File: src/rtl/ild_pkg.sv
package ild_pkg;
  localparam int BYTE_W = 8;
  localparam int LEN_W  = 3;

  localparam logic [BYTE_W-1:0] PFX_BITOP = 8'hCB;
  localparam logic [BYTE_W-1:0] PFX_EXT   = 8'hED;
  localparam logic [BYTE_W-1:0] PFX_IDX0  = 8'hDD;
  localparam logic [BYTE_W-1:0] PFX_IDX1  = 8'hFD;

  typedef enum logic [1:0] {
    ROLE_OP   = 2'd0,
    ROLE_DISP = 2'd1,
    ROLE_IMM  = 2'd2
  } ild_role_e;

  typedef enum logic [2:0] {
    CLS_NONE  = 3'd0,
    CLS_BIT   = 3'd1,
    CLS_EXT   = 3'd2,
    CLS_IDX   = 3'd3,
    CLS_IDXBT = 3'd4
  } ild_cls_e;

  typedef enum logic [1:0] {
    MODE_BASE = 2'd0,
    MODE_IDX  = 2'd1,
    MODE_EXT  = 2'd2
  } ild_mode_e;

  typedef enum logic [2:0] {
    ST_START = 3'd0,
    ST_BIT   = 3'd1,
    ST_EXT   = 3'd2,
    ST_IDX   = 3'd3,
    ST_XDISP = 3'd4,
    ST_XOP   = 3'd5,
    ST_OPND  = 3'd6
  } ild_state_e;
endpackage

File: src/rtl/ild_operand_lut.sv
module ild_operand_lut
  import ild_pkg::*;
(
  input  logic [BYTE_W-1:0] opc,
  input  ild_mode_e         mode,
  output logic              disp,
  output logic [1:0]        imm
);
  logic rel_br, imm8, imm16, mem_hl, ext_addr;

  always_comb begin
    rel_br = (opc[7:6] == 2'b00) && (opc[2:0] == 3'd0) && (opc[5] | opc[4]);
    imm8   = ((opc[7:6] == 2'b00) && (opc[2:0] == 3'd6)) ||
             ((opc[7:6] == 2'b11) && (opc[2:0] == 3'd6)) ||
             (opc == 8'hD3) || (opc == 8'hDB);
    imm16  = ((opc[7:6] == 2'b00) && (opc[3:0] == 4'h1)) ||
             (opc == 8'h22) || (opc == 8'h2A) || (opc == 8'h32) || (opc == 8'h3A) ||
             ((opc[7:6] == 2'b11) && (opc[2:0] == 3'd2)) ||
             ((opc[7:6] == 2'b11) && (opc[2:0] == 3'd4)) ||
             (opc == 8'hC3) || (opc == 8'hCD);
    mem_hl = (opc == 8'h34) || (opc == 8'h35) || (opc == 8'h36) ||
             ((opc[7:6] == 2'b01) && ((opc[2:0] == 3'd6) || (opc[5:3] == 3'd6)) &&
              (opc != 8'h76)) ||
             ((opc[7:6] == 2'b10) && (opc[2:0] == 3'd6));
    ext_addr = (opc[7:6] == 2'b01) && (opc[2:0] == 3'd3);

    disp = 1'b0;
    imm  = 2'd0;
    unique case (mode)
      MODE_EXT: begin
        imm = ext_addr ? 2'd2 : 2'd0;
      end
      MODE_IDX: begin
        disp = rel_br | mem_hl;
        imm  = imm16 ? 2'd2 : (imm8 ? 2'd1 : 2'd0);
      end
      default: begin
        disp = rel_br;
        imm  = imm16 ? 2'd2 : (imm8 ? 2'd1 : 2'd0);
      end
    endcase
  end
endmodule

File: src/rtl/ild_sequencer.sv
module ild_sequencer
  import ild_pkg::*;
(
  input  logic              clk,
  input  logic              rst_n,
  input  logic              acc,
  input  logic [BYTE_W-1:0] byte_i,
  output ild_role_e         role_o,
  output logic              first_o,
  output logic              last_o,
  output logic [LEN_W-1:0]  len_o,
  output ild_cls_e          cls_o
);
  ild_state_e       state_q, state_d;
  logic [LEN_W-1:0] cnt_q, cnt_d;
  logic             disp_q, disp_d;
  logic [1:0]       imm_q, imm_d;
  ild_cls_e         cls_q, cls_d;

  ild_mode_e  lut_mode;
  logic       lut_disp;
  logic [1:0] lut_imm;
  logic       is_pfx;

  always_comb begin
    unique case (state_q)
      ST_IDX:  lut_mode = MODE_IDX;
      ST_EXT:  lut_mode = MODE_EXT;
      default: lut_mode = MODE_BASE;
    endcase
  end

  ild_operand_lut u_lut (
    .opc  (byte_i),
    .mode (lut_mode),
    .disp (lut_disp),
    .imm  (lut_imm)
  );

  assign is_pfx = (byte_i == PFX_BITOP) || (byte_i == PFX_EXT) ||
                  (byte_i == PFX_IDX0) || (byte_i == PFX_IDX1);

  always_comb begin
    state_d = state_q;
    cnt_d   = cnt_q + 1'b1;
    disp_d  = disp_q;
    imm_d   = imm_q;
    cls_d   = cls_q;
    role_o  = ROLE_OP;
    last_o  = 1'b0;
    first_o = (state_q == ST_START);
    len_o   = cnt_q + 1'b1;

    unique case (state_q)
      ST_START: begin
        if (byte_i == PFX_BITOP) begin
          cls_d = CLS_BIT; state_d = ST_BIT;
        end else if (byte_i == PFX_EXT) begin
          cls_d = CLS_EXT; state_d = ST_EXT;
        end else if ((byte_i == PFX_IDX0) || (byte_i == PFX_IDX1)) begin
          cls_d = CLS_IDX; state_d = ST_IDX;
        end else begin
          cls_d = CLS_NONE;
          if (!lut_disp && (lut_imm == 2'd0)) last_o = 1'b1;
          else begin
            state_d = ST_OPND; disp_d = lut_disp; imm_d = lut_imm;
          end
        end
      end
      ST_BIT: last_o = 1'b1;
      ST_EXT: begin
        if (lut_imm == 2'd0) last_o = 1'b1;
        else begin
          state_d = ST_OPND; disp_d = 1'b0; imm_d = lut_imm;
        end
      end
      ST_IDX: begin
        if (byte_i == PFX_BITOP) begin
          cls_d = CLS_IDXBT; state_d = ST_XDISP;
        end else if (is_pfx) begin
          last_o = 1'b1;
        end else if (!lut_disp && (lut_imm == 2'd0)) begin
          last_o = 1'b1;
        end else begin
          state_d = ST_OPND; disp_d = lut_disp; imm_d = lut_imm;
        end
      end
      ST_XDISP: begin
        role_o = ROLE_DISP; state_d = ST_XOP;
      end
      ST_XOP: last_o = 1'b1;
      ST_OPND: begin
        if (disp_q) begin
          role_o = ROLE_DISP;
          disp_d = 1'b0;
          last_o = (imm_q == 2'd0);
        end else begin
          role_o = ROLE_IMM;
          imm_d  = imm_q - 1'b1;
          last_o = (imm_q == 2'd1);
        end
      end
      default: last_o = 1'b1;
    endcase

    if (last_o) begin
      state_d = ST_START;
      cnt_d   = '0;
    end
    cls_o = cls_d;
  end

  always_ff @(posedge clk or negedge rst_n) begin
    if (!rst_n) begin
      state_q <= ST_START;
      cnt_q   <= '0;
      disp_q  <= 1'b0;
      imm_q   <= 2'd0;
      cls_q   <= CLS_NONE;
    end else if (acc) begin
      state_q <= state_d;
      cnt_q   <= cnt_d;
      disp_q  <= disp_d;
      imm_q   <= imm_d;
      cls_q   <= cls_d;
    end
  end

  assert_hold_on_idle_R10: assert property (@(posedge clk) disable iff (!rst_n)
    !acc |=> ($stable(state_q) && $stable(cnt_q) && $stable(imm_q)));

  assert_restart_after_end_R12: assert property (@(posedge clk) disable iff (!rst_n)
    (acc && last_o) |=> (state_q == ST_START));

  assert_len_bound_R7: assert property (@(posedge clk) disable iff (!rst_n)
    (acc && last_o) |-> ((len_o >= 1) && (len_o <= 4)));
endmodule

File: src/rtl/opcode_len_decoder.sv
module opcode_len_decoder
  import ild_pkg::*;
#(
  parameter int SYNC_STAGES = 2
) (
  input  logic              clk,
  input  logic              rst_n,
  input  logic              in_valid,
  output logic              in_ready,
  input  logic [BYTE_W-1:0] in_byte,
  output logic              out_valid,
  output logic [BYTE_W-1:0] out_byte,
  output logic [1:0]        out_role,
  output logic              out_first,
  output logic              out_last,
  output logic [LEN_W-1:0]  out_len,
  output logic [2:0]        out_class
);
  logic [SYNC_STAGES-1:0] rs_q;
  logic                   rst_int_n;
  logic                   acc;

  always_ff @(posedge clk or negedge rst_n) begin
    if (!rst_n) rs_q <= '0;
    else        rs_q <= {rs_q[SYNC_STAGES-2:0], 1'b1};
  end
  assign rst_int_n = rs_q[SYNC_STAGES-1];
  assign in_ready  = rst_int_n;
  assign acc       = in_valid && in_ready;

  ild_role_e        s_role;
  logic             s_first, s_last;
  logic [LEN_W-1:0] s_len;
  ild_cls_e         s_cls;

  ild_sequencer u_seq (
    .clk     (clk),
    .rst_n   (rst_int_n),
    .acc     (acc),
    .byte_i  (in_byte),
    .role_o  (s_role),
    .first_o (s_first),
    .last_o  (s_last),
    .len_o   (s_len),
    .cls_o   (s_cls)
  );

  always_ff @(posedge clk or negedge rst_int_n) begin
    if (!rst_int_n) out_valid <= 1'b0;
    else            out_valid <= acc;
  end

  always_ff @(posedge clk or negedge rst_int_n) begin
    if (!rst_int_n) begin
      out_byte  <= '0;
      out_role  <= ROLE_OP;
      out_first <= 1'b0;
      out_last  <= 1'b0;
      out_len   <= '0;
      out_class <= CLS_NONE;
    end else if (acc) begin
      out_byte  <= in_byte;
      out_role  <= s_role;
      out_first <= s_first;
      out_last  <= s_last;
      out_len   <= s_len;
      out_class <= s_cls;
    end
  end

  assert_out_follows_accept_R12: assert property (@(posedge clk) disable iff (!rst_int_n)
    acc |=> out_valid);

  assert_no_spurious_out_R10: assert property (@(posedge clk) disable iff (!rst_int_n)
    !acc |=> !out_valid);

  assert_double_prefix_len_R9: assert property (@(posedge clk) disable iff (!rst_int_n)
    (out_valid && out_last && (out_class == CLS_IDXBT)) |-> (out_len == 3'd4));

  assert_bitop_len_R5: assert property (@(posedge clk) disable iff (!rst_int_n)
    (out_valid && out_last && (out_class == CLS_BIT)) |-> (out_len == 3'd2));

  assert_ready_in_reset_R1: assert property (@(posedge clk)
    !rst_n |-> !in_ready);
endmodule

File: config.mk
export PLATFORM = sky130hd
export DESIGN_NAME = opcode_len_decoder
export DESIGN_NICKNAME = d
export VERILOG_FILES = /design/src/rtl/ild_pkg.sv /design/src/rtl/ild_operand_lut.sv /design/src/rtl/ild_sequencer.sv /design/src/rtl/opcode_len_decoder.sv
export SDC_FILE = /design/constraint.sdc
export NUM_CORES = 1
export LEC_CHECK = 0
export BUFFER_PORTS_ARGS = -buffer_cell sky130_fd_sc_hd__buf_2
export CAP_MARGIN = 20
export CORE_MARGIN = 2
export CORE_UTILIZATION = 30
export CTS_BUF_LIST = sky130_fd_sc_hd__clkbuf_8
export DETAILED_ROUTE_END_ITERATION = 8
export GPL_TIMING_DRIVEN = 0
export PLACE_DENSITY = 0.59
export SETUP_SLACK_MARGIN = 0.2
export SLEW_MARGIN = 20
export SYNTH_ARGS = -nofsm -noshare
export SYNTH_HDL_FRONTEND = slang
export SYNTH_HIERARCHICAL = 1
export SYNTH_SLANG_ARGS = --single-unit
File: constraint.sdc
create_clock -name clk -period 3.93 [get_ports clk]
set_input_delay 0.786 -clock clk [delete_from_list [all_inputs] [get_ports clk]]
set_output_delay 0.786 -clock clk [all_outputs]
set_load 0.005 [all_outputs]
==> After elaboration in Yosys (flattened, before gate mapping) <==
Cells that the tools add are included.
{ "word_totals": {"latch_bits": 0, "ram_bits": 0, "elab_cells": 153, "mem_count": 0, "regBits": 30, "romBits": 0} }
{ "op_classes": {"bitwise": 2, "n_div": 0, "multipliers": 0, "n_lt_le_gt_ge": 0, "n_shift": 0, "n_eq_ne": 42, "addsub": 2, "reduce_logical": 46, "n_mux": 49} }
{ "op_table": {"columns": ["operator", "count"], "rows": [
  ["$eq A8 B8 Y1 const B", 8],
  ["$eq A8 B6 Y1 const B", 7],
  ["$mux W3", 12],
  ["$mux W2", 13],
  ["$logic_or A1 B1 Y1", 20],
  ["$mux W1", 16],
  ["$eq A3 B3 Y1 const B", 5],
  ["$ne A2 B2 Y1 const B", 7],
  ["$logic_and A1 B1 Y1", 13],
  ["$eq A3 B2 Y1 const B", 4],
  ["$pmux W3 S4", 1],
  ["$reduce_and A9 Y1", 1],
  ["$ne A8 B7 Y1 const B", 1],
  ["$pmux W2 S2", 2],
  ["$pmux W2 S4", 1],
  ["$reduce_and A8 Y1", 1],
  ["$eq A2 B1 Y1 const B", 3],
  ["$eq A2 B2 Y1 const B", 3],
  ["$logic_not A2 Y1", 3],
  ["$logic_not A3 Y1", 2],
  ["$pmux W3 S2", 1],
  ["$pmux W1 S5", 1],
  ["$reduce_bool A5 Y1", 1],
  ["$eq A4 B1 Y1 const B", 1],
  ["other kinds (13)", 14]
]} }

==> Depth between registers and ports, before layout <==
Gate-level depths: netlist (run 1).
{ "logic_depth": {"word_depth": 21, "depth_mapped": 13} }

==> Cells and area by module <==
The synthesis (run 1) kept the hierarchy.
{ "modules_own_cells": {"columns": ["module", "area_each_um2", "n_inst", "cells_each"], "rows": [
  ["ild_sequencer", 991.0, 1, 119],
  ["opcode_len_decoder", 800.8, 1, 43],
  ["ild_operand_lut", 295.3, 1, 42]
]} }

==> Worst setup path before layout (run 1) <==
No wires, ideal clock.
{ "synth_timing": {"kind": "in2reg", "from": "input in_byte[2]", "to": "register u_seq.state_q[2]", "path_stages": 10, "arrival_ps": 2816, "setup_time_ps": 141, "slack_ps": 973, "cell_sequence": "buf_6 -> or3b_1 -> a2111oi_2 -> a2111o_1 -> nor2_1 -> or3_1 -> a22o_1 -> a211o_1 -> nand2_2 -> o32ai_2"} }
{ "synth_via": {"elab_chain_len": 21} }
{ "synth_rtl": {"columns": ["item", "line", "text"], "rows": [
  ["from (decl)", "opcode_len_decoder.sv:10", "input logic [BYTE_W-1:0] in_byte,"],
  ["$eq A4 B1 Y1", "ild_operand_lut.sv:16", "imm16 = ((opc[7:6] == 2'b00) && (opc[3:0] == 4'h1)) ||"],
  ["$logic_and A1 B1 Y1", "ild_operand_lut.sv:16", null],
  ["$logic_or A1 B1 Y1", "ild_operand_lut.sv:16", null],
  ["$logic_or A1 B1 Y1 (4 in series)", "ild_operand_lut.sv:17", "(opc == 8'h22) || (opc == 8'h2A) || (opc == 8'h32) || (opc == 8'h3A) ||"],
  ["$logic_or A1 B1 Y1", "ild_operand_lut.sv:18", "((opc[7:6] == 2'b11) && (opc[2:0] == 3'd2)) ||"],
  ["$logic_or A1 B1 Y1", "ild_operand_lut.sv:19", "((opc[7:6] == 2'b11) && (opc[2:0] == 3'd4)) ||"],
  ["$logic_or A1 B1 Y1", "ild_operand_lut.sv:20", "(opc == 8'hC3) || (opc == 8'hCD);"],
  ["$mux W2 (*)", "ild_operand_lut.sv:35, ild_operand_lut.sv:39", null],
  ["[... 1 more ...]", null, null],
  ["net u_seq.lut_imm[0]", "ild_sequencer.sv:22", "logic [1:0] lut_imm;"],
  ["[... 2 more ...]", null, null],
  ["$mux W1", "ild_sequencer.sv:64, ild_sequencer.sv:82", null],
  ["$mux W1", "ild_sequencer.sv:60", "end else if ((byte_i == PFX_IDX0) || (byte_i == PFX_IDX1)) begin"],
  ["$mux W1", "ild_sequencer.sv:58", "end else if (byte_i == PFX_EXT) begin"],
  ["$mux W1", "ild_sequencer.sv:56", "if (byte_i == PFX_BITOP) begin"],
  ["$pmux W1 S5 (*)", "ild_sequencer.sv:54", "unique case (state_q)"],
  ["net s_last", "opcode_len_decoder.sv:32", "logic s_first, s_last;"],
  ["$ne A4 B4 Y1 (no line), or another cell as far along", null, null],
  ["$reduce_and A4 Y1 (no line)", null, null],
  ["to (signal assigned)", "ild_sequencer.sv:121", "state_q <= state_d;"],
  ["to (decl)", "ild_sequencer.sv:14", "ild_state_e state_q, state_d;"]
]} }
Mark *: on every way through the listed nets, which the timed path passes. The rest lies on a longest branch. The select of a mux whose other input is x is not followed.
A chain may end at the register's enable or synchronous reset.

==> Worst setup path in the final report (run 1) <==
{ "layout_timing": {"from": "register u_seq.state_q[2]", "to": "register u_seq.state_q[1]"} }
{ "layout_via": {"elab_chain_len": 13} }
{ "layout_rtl": {"columns": ["item", "line", "text"], "rows": [
  ["$eq A3 B2 Y1", "ild_sequencer.sv:26", "unique case (state_q)"],
  ["$pmux W2 S2 (*)", "ild_sequencer.sv:26", null],
  ["net u_seq.lut_mode[0]", "ild_sequencer.sv:20", "ild_mode_e lut_mode;"],
  ["$eq A2 B2 Y1 (*)", "ild_operand_lut.sv:29", "unique case (mode)"],
  ["$mux W2 (*)", null, null],
  ["net u_seq.lut_imm[1]", "ild_sequencer.sv:22", null],
  ["$logic_not A2 Y1 (*)", "ild_sequencer.sv:64, ild_sequencer.sv:72, ild_sequencer.sv:82", null],
  ["$logic_and A1 B1 Y1", "ild_sequencer.sv:64, ild_sequencer.sv:82", null],
  ["$mux W1", "ild_sequencer.sv:64, ild_sequencer.sv:82", null],
  ["$mux W1", "ild_sequencer.sv:60", null],
  ["$mux W1", "ild_sequencer.sv:58", null],
  ["$mux W1", "ild_sequencer.sv:56", null],
  ["$pmux W1 S5 (*)", "ild_sequencer.sv:54", null],
  ["net s_last", "opcode_len_decoder.sv:32", null],
  ["$ne A4 B4 Y1 (no line), or another cell as far along", null, null],
  ["$reduce_and A4 Y1 (no line)", null, null]
]} }
Marked as above.

==> results of run 1 <==
==> worst max path at each step <==
stage,from,cells past startpoint,slack (ns),to
2_1_floorplan,in_byte[2],10,0.97,u_seq/state_q[2]
3_3_place_gp,in_byte[2],11,0.57,u_seq/state_q[1]
3_5_place_dp,in_byte[2],11,0.57,u_seq/state_q[1]
4_1_cts,u_seq/state_q[2],12,0.83,u_seq/state_q[1]
5_1_grt,u_seq/state_q[2],12,0.60,u_seq/state_q[2]
6_report,u_seq/state_q[2],12,0.81,u_seq/state_q[1]
==> cells in the mapped netlist, types with 2 or more instances <==
master and instances:
mux2_4 10, nand4bb_1 3, ha_1 5, nand2b_1 5
o21ai_1 2, nand3b_1 3, o22ai_1 5, o21ai_0 8
nand4_1 3, nor4b_1 2, dfrtp_1 33, buf_6 2
mux2_2 10, inv_1 13, nor3_1 8, a41oi_1 2
buf_2 3, inv_2 2, nand2_1 13, nand3_1 3
a22oi_1 2, nor4_1 2, a22o_1 3, a21oi_1 9
nor2_1 8, clkbuf_1 6, a221o_1 2, a21o_1 2
==> registers in the layout, indices dropped and copies added, names as in the netlist <==
signal,flops
u_seq/state_q,3
u_seq/cls_q,3
out_last,1
out_len,3
rs_q,2
out_byte,8
u_seq/imm_q,2
u_seq/cnt_q,3
out_first,1
u_seq/disp_q,1
out_class,3
out_role,2
out_valid,1
==> power groups by stage <==
stage          sequential, mW  clock, mW  combinational (mW)
4_1_cts                 0.473      0.265               0.520
2_1_floorplan           0.476          0               0.370
3_5_place_dp            0.479          0               0.518
3_3_place_gp            0.480          0               0.505
5_1_grt                 0.482      0.278               0.587
6_report                0.471      0.253               0.516
==> cells by family (layout without fill, tap and decap cells) <==
logic type,count (synthesis),count (layout),synth area share [%]
AO/OA/AOI/OAI,55,55,20.0
XOR/XNOR,2,2,0.839
adder cells (fa/ha/maj),5,5,3.00
buffers and inverters,27,65,6.53
flip-flops,33,33,39.6
multiplexers,21,21,13.1
other,1,1,0.180
AND/OR/NAND/NOR,60,60,16.8
==> per-layer routing <==
layer / track usage (%) / wire length [um]
met3: 3.13 / 238
met2: 21.1 / 2120
met4: 5.87 / 97
met5: 0 / 0
met1: 17.5 / 2080
==> layout by cell type, fill, tap and decap left out, drive strengths merged, types with 3 or more instances in the layout <==
| cell | n |
|---|---|
| nand4 | 3 |
| buf | 37 |
| dfrtp | 33 |
| o21ai | 11 |
| nand2b | 5 |
| clkbuf | 12 |
| nor3 | 8 |
| a22o | 3 |
| a21oi | 10 |
| nand3 | 3 |
| ha | 5 |
| inv | 16 |
| nand2 | 15 |
| nand4bb | 3 |
| nand3b | 3 |
| nor2 | 9 |
| mux2 | 20 |
| o22ai | 5 |
==> cell type report <==
class | count | area (um^2) | share of cell area [%]
Timing Repair Buffer | 31 | 178 | 7.24
Buffer | 12 | 80.1 | 3.27
Inverter | 15 | 56.3 | 2.30
Clock inverter | 1 | 3.75 | 0.153
Sequential cell | 33 | 827 | 33.7
Clock buffer | 6 | 82.6 | 3.37
Tap cell | 80 | 100 | 4.08
Multi-Input combinational cell | 144 | 1120 | 45.9
==> flow_summary.toml, run 1 <==
[synthesis]
ys_ff_latch = 33
synth_ff_type = "dfrtp_1"
synth_top_area_share_pct = 39.6
yosys.area.top_type = "dfrtp_1"
netlist_instances = 204
ys_warn_count = 6
synthTopCellsByArea = "dfrtp_1, mux2_4, mux2_2, ha_1, inv_1"
ys_seq_area_share_pct = 39.6
synth_area_um2 = 2090
async_reset_ff_share_pct = 100
avgSynthCellArea_um2 = 10.2
synth_edf_count = 0
ys_types = 63
syn-num-nets = 220

[power]
intPower_uw = 791
switchingPower_uw = 449
power_frac_seq_pct = 38.0
p_leak_nw = 1.14
sw_frac_of_total_pct = 36.2
clock_power_share_pct = 20.4
powerDensity_nw_per_um2 = 506
peakVddDrop_mv = 0.225
finalPower_mw = 1.24
combPwrFrac_pct = 41.6

[finish]
area_growth_pct = 17.5
nets = 258
layoutNonFillerInstCount = 322
drive_above_1_share_pct = 31.4
post-route-util_pct = 36.3
diodes = 0
fillCellCount = 717
fin_area_um2 = 2450

[sta]
finalCriticalPeriod_ns = 3.12
max_slew_margin_pct = 60.1
max_freq_mhz = 320
fin_skew_ns = 0.00300
hold_ws_ns = 0.184
setup_ws_ns = 0.807
finalSetupViolations = 0
hold_viol_final = 0
maxSlewViolCount = 0
final.setup.tns_ns = 0
tightestPinTransition_ns = 0.593
rsz0062_at_grt = "no"
min_period_over_period_pct = 79.5

[clock_tree]
cts_tree = "yes"
cts-hold-fix-buffers = 0
cts-root-buf = "clkbuf_8"
cts_max_level = 2
cts_setup_buffers = 0
cts.sinks = 33
post_cts_resized = 0
numCtsBuffers = 5
clk_pin_slew_ns = 0.07
max-clock-path-buffers = 2
clk_latency_ns = 0.28

[floorplan]
die_h_um = 87.4
design.die.area_um2 = 7640
die_w_um = 87.4
io_pins = 31
initial_core_util_pct = 30.9
num_rows = 30
coreArea_um2 = 6760

[placement]
dp_cells = 315
dpl.hpwl_um = 3390
gp_congestion = 0.879
placed_area_um2 = 2370
portBuffers = 30
place_ws_ns = 0.572

[global_route]
antenna_found_initial = 0
grt_overflow = 0
grt_use_total_pct = 13.4
grt_max_degree = 20
grt_pass1_wl_um = 8030
grt_pass1_vias = 1653

[setup_path]
cp_slowest_cell = "dfrtp_1"
ff2ff_setup_slack_ns = 0.81
r2r_start = "u_seq/state_q[2]"
crit_top_cell = "inv_1"
cp.required_ns = 4.08
path_class = "register to register"
crit_path_end_kind = "register"
setup.worst_path.start_class = "register"
cp_max_fo = 8
path_buf_inv = 3
cpPeakStageDelay_ns = 0.47
r2r-end = "u_seq/state_q[1]"
cp_data_arrival_time_ns = 3.27
cp_top_family = "compound AO/OA/AOI/OAI gates"
r2r_cells = 12
crit_chain = "inv_1, nand3_1, inv_1, inv_1, ha_1, a2111o_1, a21boi_2, or3_1, a22o_1, a211o_1, nand2_2, o22ai_1"

[drt]
routed_wl_um = 4540
wl_per_cell_um = 14.1
drt-initial-drc-count = 78
vias = 1722
dr.pass1.iters = 4
vias_per_cell = 5.35
postRouteAntennaNets = 0
drc_errors = 0

[job]
max_cap_viol_count = 0

[status]
outcome = "completed"

[hold_path]
hp-class = "register to async pin"
(Power assumes the default switching activity.)
==> inputs of run 2 (changes only) <==
Settings changed: ABC_AREA from default to 1, PLACE_DENSITY 0.59 to 0.61.
Clock period 3.93 ns to 2.8 ns, I/O delays scaled along.
==> run 2 against run 1 <==
  * Die area grew 4.1%
  * Utilization is 0.30 points lower
  * Synthesized cell count rose by 50%
  * Sequential power up 42%
  * Fmax is 32% higher
  * Worst hold slack worse by 0.13 ns
  * Non-clock buffer count shrank 3
  * Register-to-register slack got worse by 0.38 ns
  * Total power grew 33%
  * Critical path type unchanged
  * Critical endpoint is now u_seq/imm_q[1]
  * Largest power group is now sequential cells
==> flow_summary.toml, run 2 <==
[finish]
layout_common_cells = "nand2_1, nand3_1, inv_1, dfrtp_1, buf_2"
fillCellCount = 779
area_growth_pct = 18.0
nets = 361
layoutNonFillerInstCount = 445
final_common_cell = "nand2_1"
post-route-util_pct = 36.0
drive_above_1_share_pct = 24.3
diodes = 0
largest_register_ffs = 8
top_register = "out_byte"

[synthesis]
avgSynthCellArea_um2 = 7.11
synth_area_um2 = 2180
synth_ff_type = "dfrtp_1"
syn-num-nets = 322
async_reset_ff_share_pct = 100
synthTopCellsByArea = "dfrtp_1, nand2_1, nand3_1, inv_1, nor2_1"
yosys.area.top_type = "dfrtp_1"
synth_top_area_share_pct = 37.9
netlist_instances = 306
ys_warn_count = 6
synth_edf_count = 0
synth_common_cells = "nand2_1, nand3_1, inv_1, dfrtp_1, nor2_1"
ys_seq_area_share_pct = 37.9
synth.most_common_cell = "nand2_1"
ys_ff_latch = 33
ys_types = 29

[placement]
dp_cells = 434
gp_congestion = 0.899
dpl.hpwl_um = 3870
place_ws_ns = 0.286
portBuffers = 29

[sta]
max_slew_margin_pct = 52.4
maxSlewViolCount = 0
rsz0062_at_grt = "no"
max_freq_mhz = 422
setup_ws_ns = 0.428
fin_skew_ns = 0.00618
finalCriticalPeriod_ns = 2.37
finalSetupViolations = 0
final.setup.tns_ns = 0
tightestPinTransition_ns = 0.714
min_period_over_period_pct = 84.7
hold_viol_final = 0

[clock_tree]
cts_tree = "yes"
cts_max_level = 2
cts-root-buf = "clkbuf_8"
cts-hold-fix-buffers = 0
cts.sinks = 33
clk_pin_slew_ns = 0.07
max-clock-path-buffers = 2
clk_latency_ns = 0.27
numCtsBuffers = 5

[global_route]
grt_use_total_pct = 13.2
grt_pass1_vias = 1859
use_met2_pct = 22.4
globalRouteMet3Util_pct = 1.85
antenna_found_initial = 0
use_met1_pct = 16.8
grt.busiest_layer = "met2"
grt_max_degree = 34
grt_pass1_wl_um = 8360
grt_overflow = 0

[setup_path]
cpPeakStageDelay_ns = 0.45
path_class = "register to register"
setup.worst_path.start_class = "register"
cp_max_fo = 5
crit_path_end_kind = "register"
cp_data_arrival_time_ns = 2.53
r2r_cells = 15
ff2ff_setup_slack_ns = 0.43
r2r_start = "u_seq/state_q[2]"
cp_slowest_cell = "dfrtp_1"
cp.required_ns = 2.96
r2r-end = "u_seq/imm_q[1]"
crit_chain = "inv_2, nand2_4, nor2_4, inv_1, ha_2, nand4_1, nand2_1, inv_1, nand2_2, o21ai_0, a21oi_1, and2_4, nand2_2, nand2_1, o21ai_2"

[floorplan]
design.die.area_um2 = 7950
io_pins = 31
coreArea_um2 = 7140
initial_core_util_pct = 30.5
die_h_um = 89.2
num_rows = 31
die_w_um = 89.2

[drt]
vias_per_cell = 4.59
drc_errors = 0
wl_per_cell_um = 11.2
drt-initial-drc-count = 106
postRouteAntennaNets = 0
dr.pass1.iters = 4
routed_wl_um = 4970
vias = 2042

[hold_path]
hp-class = "primary input to async pin"

[status]
outcome = "completed"

[power]
p_leak_nw = 1.38
powerDensity_nw_per_um2 = 640
peakVddDrop_mv = 0.176

[job]
max_cap_viol_count = 0
## run 2: worst max path at each step
stage	startpoint	endpoint	slack [ns]	cells after the start
6_report	u_seq/state_q[2]	u_seq/imm_q[1]	0.43	15
5_1_grt	u_seq/state_q[2]	u_seq/state_q[2]	0.20	17
4_1_cts	u_seq/state_q[2]	u_seq/state_q[2]	0.26	17
3_5_place_dp	u_seq/state_q[2]	u_seq/state_q[2]	0.29	17
3_3_place_gp	rs_q[1]	u_seq/imm_q[1]	-0.004	11
2_1_floorplan	rs_q[1]	u_seq/imm_q[1]	0.49	11
## run 2: cell type report
type | instances | area (um^2) | area share (%)
repair buffers | 32 | 168 | 6.53
plain buffers | 8 | 80.1 | 3.12
multi-input cells | 225 | 1130 | 44.1
flip-flops and latches | 33 | 827 | 32.2
clock inverters | 3 | 17.5 | 0.682
clock buffers | 5 | 68.8 | 2.68
inverters | 40 | 150 | 5.85
well taps | 99 | 124 | 4.82
## run 2: repair_timing
item / 4_1_cts / 5_1_grt
setup endpoints to repair: 0 / 10
resized for setup: 0 / 4
hold endpoints to repair: 0 / 0
setup buffers: 0 / 3
## run 2: power breakdown
group	internal, mW	switching (mW)
clock network	0.171	0.167
registers	0.582	0.0870
logic	0.244	0.393
## run 2: metrics by stage
stage | hold WS (ns) | power (mW) | instance area (um^2)
CTS | 0.0429 | 1.65 | 2530
global placement | 0.338 | 1.29 | 2450
global route | 0.0337 | 1.80 | 2570
detailed placement | 0.346 | 1.31 | 2450
finish | 0.0515 | 1.64 | 2570
floorplan | 0.264 | 1.11 | 2180
## run 2: cell families after synthesis
family,Yosys count,synth area share (%)
DFF,33,37.9
AOI/OAI and AO/OA,25,6.44
adders and majority gates,5,2.87
xor gates and xnor gates,1,0.402
buffers and inverters,48,10.6
and+or+nand+nor,193,41.6
other,1,0.172
## run 2: metal layers
layer / share of wire (%) / vias up / wire length (um)
li1: - / 1045 / -
met1: 45 / 927 / 2230
met2: 48 / 58 / 2380
met3: 4.7 / 12 / 232
met4: 2.6 / 0 / 131
met5: 0 / - / 0
## run 2: worst max-delay path: cells and delay by family (launching register included)
family / cells / cell delay (ns)
AO/OA/AOI/OAI: 3 / 0.31
AND/OR/NAND/NOR: 8 / 0.90
buffers and inverters: 3 / 0.28
adder cells (fa/ha/maj): 1 / 0.32
flip-flops: 1 / 0.45
==> inputs of run 3 (changes only) <==
Clock period 2.8 ns to 2.02 ns, I/O delays scaled along.
==> run 3 against run 2 <==
  * The flow now finishes with violations (negative setup slack)
  * Sequential share of layout area down 2.3 points
  * Non-clock buffer count up 14
  * Sequential power up 37%
  * Critical endpoint is now out_last
==> flow_summary.toml, run 3 (synthesis results as in run 2) <==
[status]
outcome = "finished with violations"
violations = "negative setup slack"

[floorplan]
io_pins = 31
die_h_um = 89.2
die_w_um = 89.2
num_rows = 31
design.die.area_um2 = 7950
coreArea_um2 = 7140
initial_core_util_pct = 30.5

[setup_path]
crit_top_cell = "nor2_4"
crit_cells = 18
ff2ff_setup_slack_ns = -0.10
cpPeakStageDelay_ns = 0.43
cp_data_arrival_time_ns = 2.30
path_buf_inv = 5
r2r-end = "out_last"
crit_chain = "inv_4, nand2_4, nor2_4, inv_2, ha_4, inv_2, a31oi_4, a21oi_4, nor2_4, buf_6, nand2_4, nand2_4, nor2_4, nand2_2, nor2_4, inv_1, nand3_1, nand2_1"
setup.worst_path.start_class = "register"
r2r_cells = 18
crit_path_end_kind = "register"
path_class = "register to register"
cp_max_fo = 7
cp.required_ns = 2.20
cp_slowest_cell = "dfrtp_2"
r2r_start = "u_seq/state_q[2]"
cp_top_family = "simple AND/OR/NAND/NOR gates"

[global_route]
grt_use_total_pct = 14.0
grt_pass1_wl_um = 8690
grt_max_degree = 19
grt_overflow = 0
grt_pass1_vias = 1936
antenna_found_initial = 0

[sta]
maxSlewViolCount = 0
finalCriticalPeriod_ns = 2.12
fin_skew_ns = 0.00459
min_period_over_period_pct = 105
setup_ws_ns = -0.104
hold_viol_final = 0
final.setup.tns_ns = -0.501
max_freq_mhz = 471
finalSetupViolations = 9
hold_ws_ns = 0.280
rsz0062_at_grt = "yes"

[power]
finalPower_mw = 2.46
switchingPower_uw = 981
p_leak_nw = 1.47
intPower_mw = 1.48
powerDensity_nw_per_um2 = 882
power_frac_seq_pct = 37.3
peakVddDrop_mv = 0.268
clock_power_share_pct = 19.8
sw_frac_of_total_pct = 39.9
combPwrFrac_pct = 42.9

[drt]
routed_wl_um = 5360
wl_per_cell_um = 11.7
dr.pass1.iters = 4
postRouteAntennaNets = 0
drt-initial-drc-count = 182
vias = 2124
vias_per_cell = 4.63
drc_errors = 0

[finish]
nets = 375
diodes = 0
post-route-util_pct = 39.1
final_common_cell = "nand2_1"
drive_above_1_share_pct = 32.5
largest_register_ffs = 8
top_register = "out_byte"
area_growth_pct = 28.0
layout_common_cells = "nand2_1, nand3_1, buf_2, inv_1, dfrtp_1"
fin_area_um2 = 2790

[clock_tree]
cts_tree = "yes"
cts_max_level = 2
clk_latency_ns = 0.28
numCtsBuffers = 5
clk_pin_slew_ns = 0.07
cts-root-buf = "clkbuf_8"
max-clock-path-buffers = 2
cts.sinks = 33

[placement]
dpl.hpwl_um = 3900
gp_congestion = 0.879
placed_area_um2 = 2480
portBuffers = 29

[hold_path]
hp-class = "register to async pin"

[job]
max_cap_viol_count = 0
run 3: cell count changes in the layout (fill, tap and decap cells not counted), sizes merged:
cell         before  now
buf              39   52
dlygate4sd3       0    1
run 3: worst max path at each step:
stage | slack (ns) | to | from
global placement | -0.29 | u_seq/imm_q[1] | rs_q[1]
finish | -0.10 | out_last | u_seq/state_q[2]
global route | -0.23 | out_last | u_seq/state_q[2]
CTS | -0.1 | u_seq/state_q[2] | u_seq/state_q[2]
detailed placement | -0.29 | u_seq/imm_q[1] | rs_q[1]
floorplan | 0.03 | u_seq/state_q[2] | u_seq/state_q[2]
run 3: area by class of cell:
| class | instances | area (um^2) |
|---|---|---|
| buffer | 8 | 80.1 |
| multi-input combinational | 225 | 1220 |
| clock inverter | 3 | 17.5 |
| fill | 776 | 4350 |
| clock buffer | 5 | 68.8 |
| sequential | 33 | 833 |
| inverter | 40 | 155 |
| timing repair buffer | 46 | 287 |
| tap | 99 | 124 |
run 3: power groups by stage:
stage | Clock, mW | Sequential [mW] | Combinational, mW
finish | 0.486 | 0.918 | 1.05
global route | 0.531 | 0.939 | 1.19
CTS | 0.503 | 0.925 | 0.983
detailed placement | 0 | 0.941 | 0.894
global placement | 0 | 0.935 | 0.878
floorplan | 0 | 0.929 | 0.637
run 3: per-layer routing:
| metal | track usage (%) | vias to the layer above | part of all wire (%) |
|---|---|---|---|
| li1 | - | 1078 | - |
| met4 | 5.02 | 0 | 1.8 |
| met2 | 25.5 | 39 | 52 |
| met5 | 0 | - | 0 |
| met3 | 1.94 | 6 | 2.6 |
| met1 | 16.7 | 1001 | 44 |
run 3: worst register-to-register path: stages (launching register included):
cell and delay [ns]:
dfrtp_2 0.43, inv_4 0.07, nand2_4 0.07, nor2_4 0.11, inv_2 0.05, ha_4 0.16
inv_2 0.06, a31oi_4 0.04, a21oi_4 0.16, nor2_4 0.06, buf_6 0.12, nand2_4 0.07
nand2_4 0.06, nor2_4 0.11, nand2_2 0.08, nor2_4 0.17, inv_1 0.07, nand3_1 0.08
nand2_1 0.05
run 3: per-stage QoR:
stage / setup WS [ns] / cells
floorplan: 0.0330 / 306
finish: -0.104 / 459
global route: -0.229 / 459
detailed placement: -0.291 / 434
CTS: -0.0979 / 453
global placement: -0.288 / 434
run 3: what timing repair did:
action | 4_1_cts | 5_1_grt
hold buffers | 1 | 0
endpoints found under the setup margin | 13 | 13
setup buffers | 10 | 6
pin swaps | 6 | 7
hold endpoints to repair | 2 | 0
gates resized for setup | 10 | 12
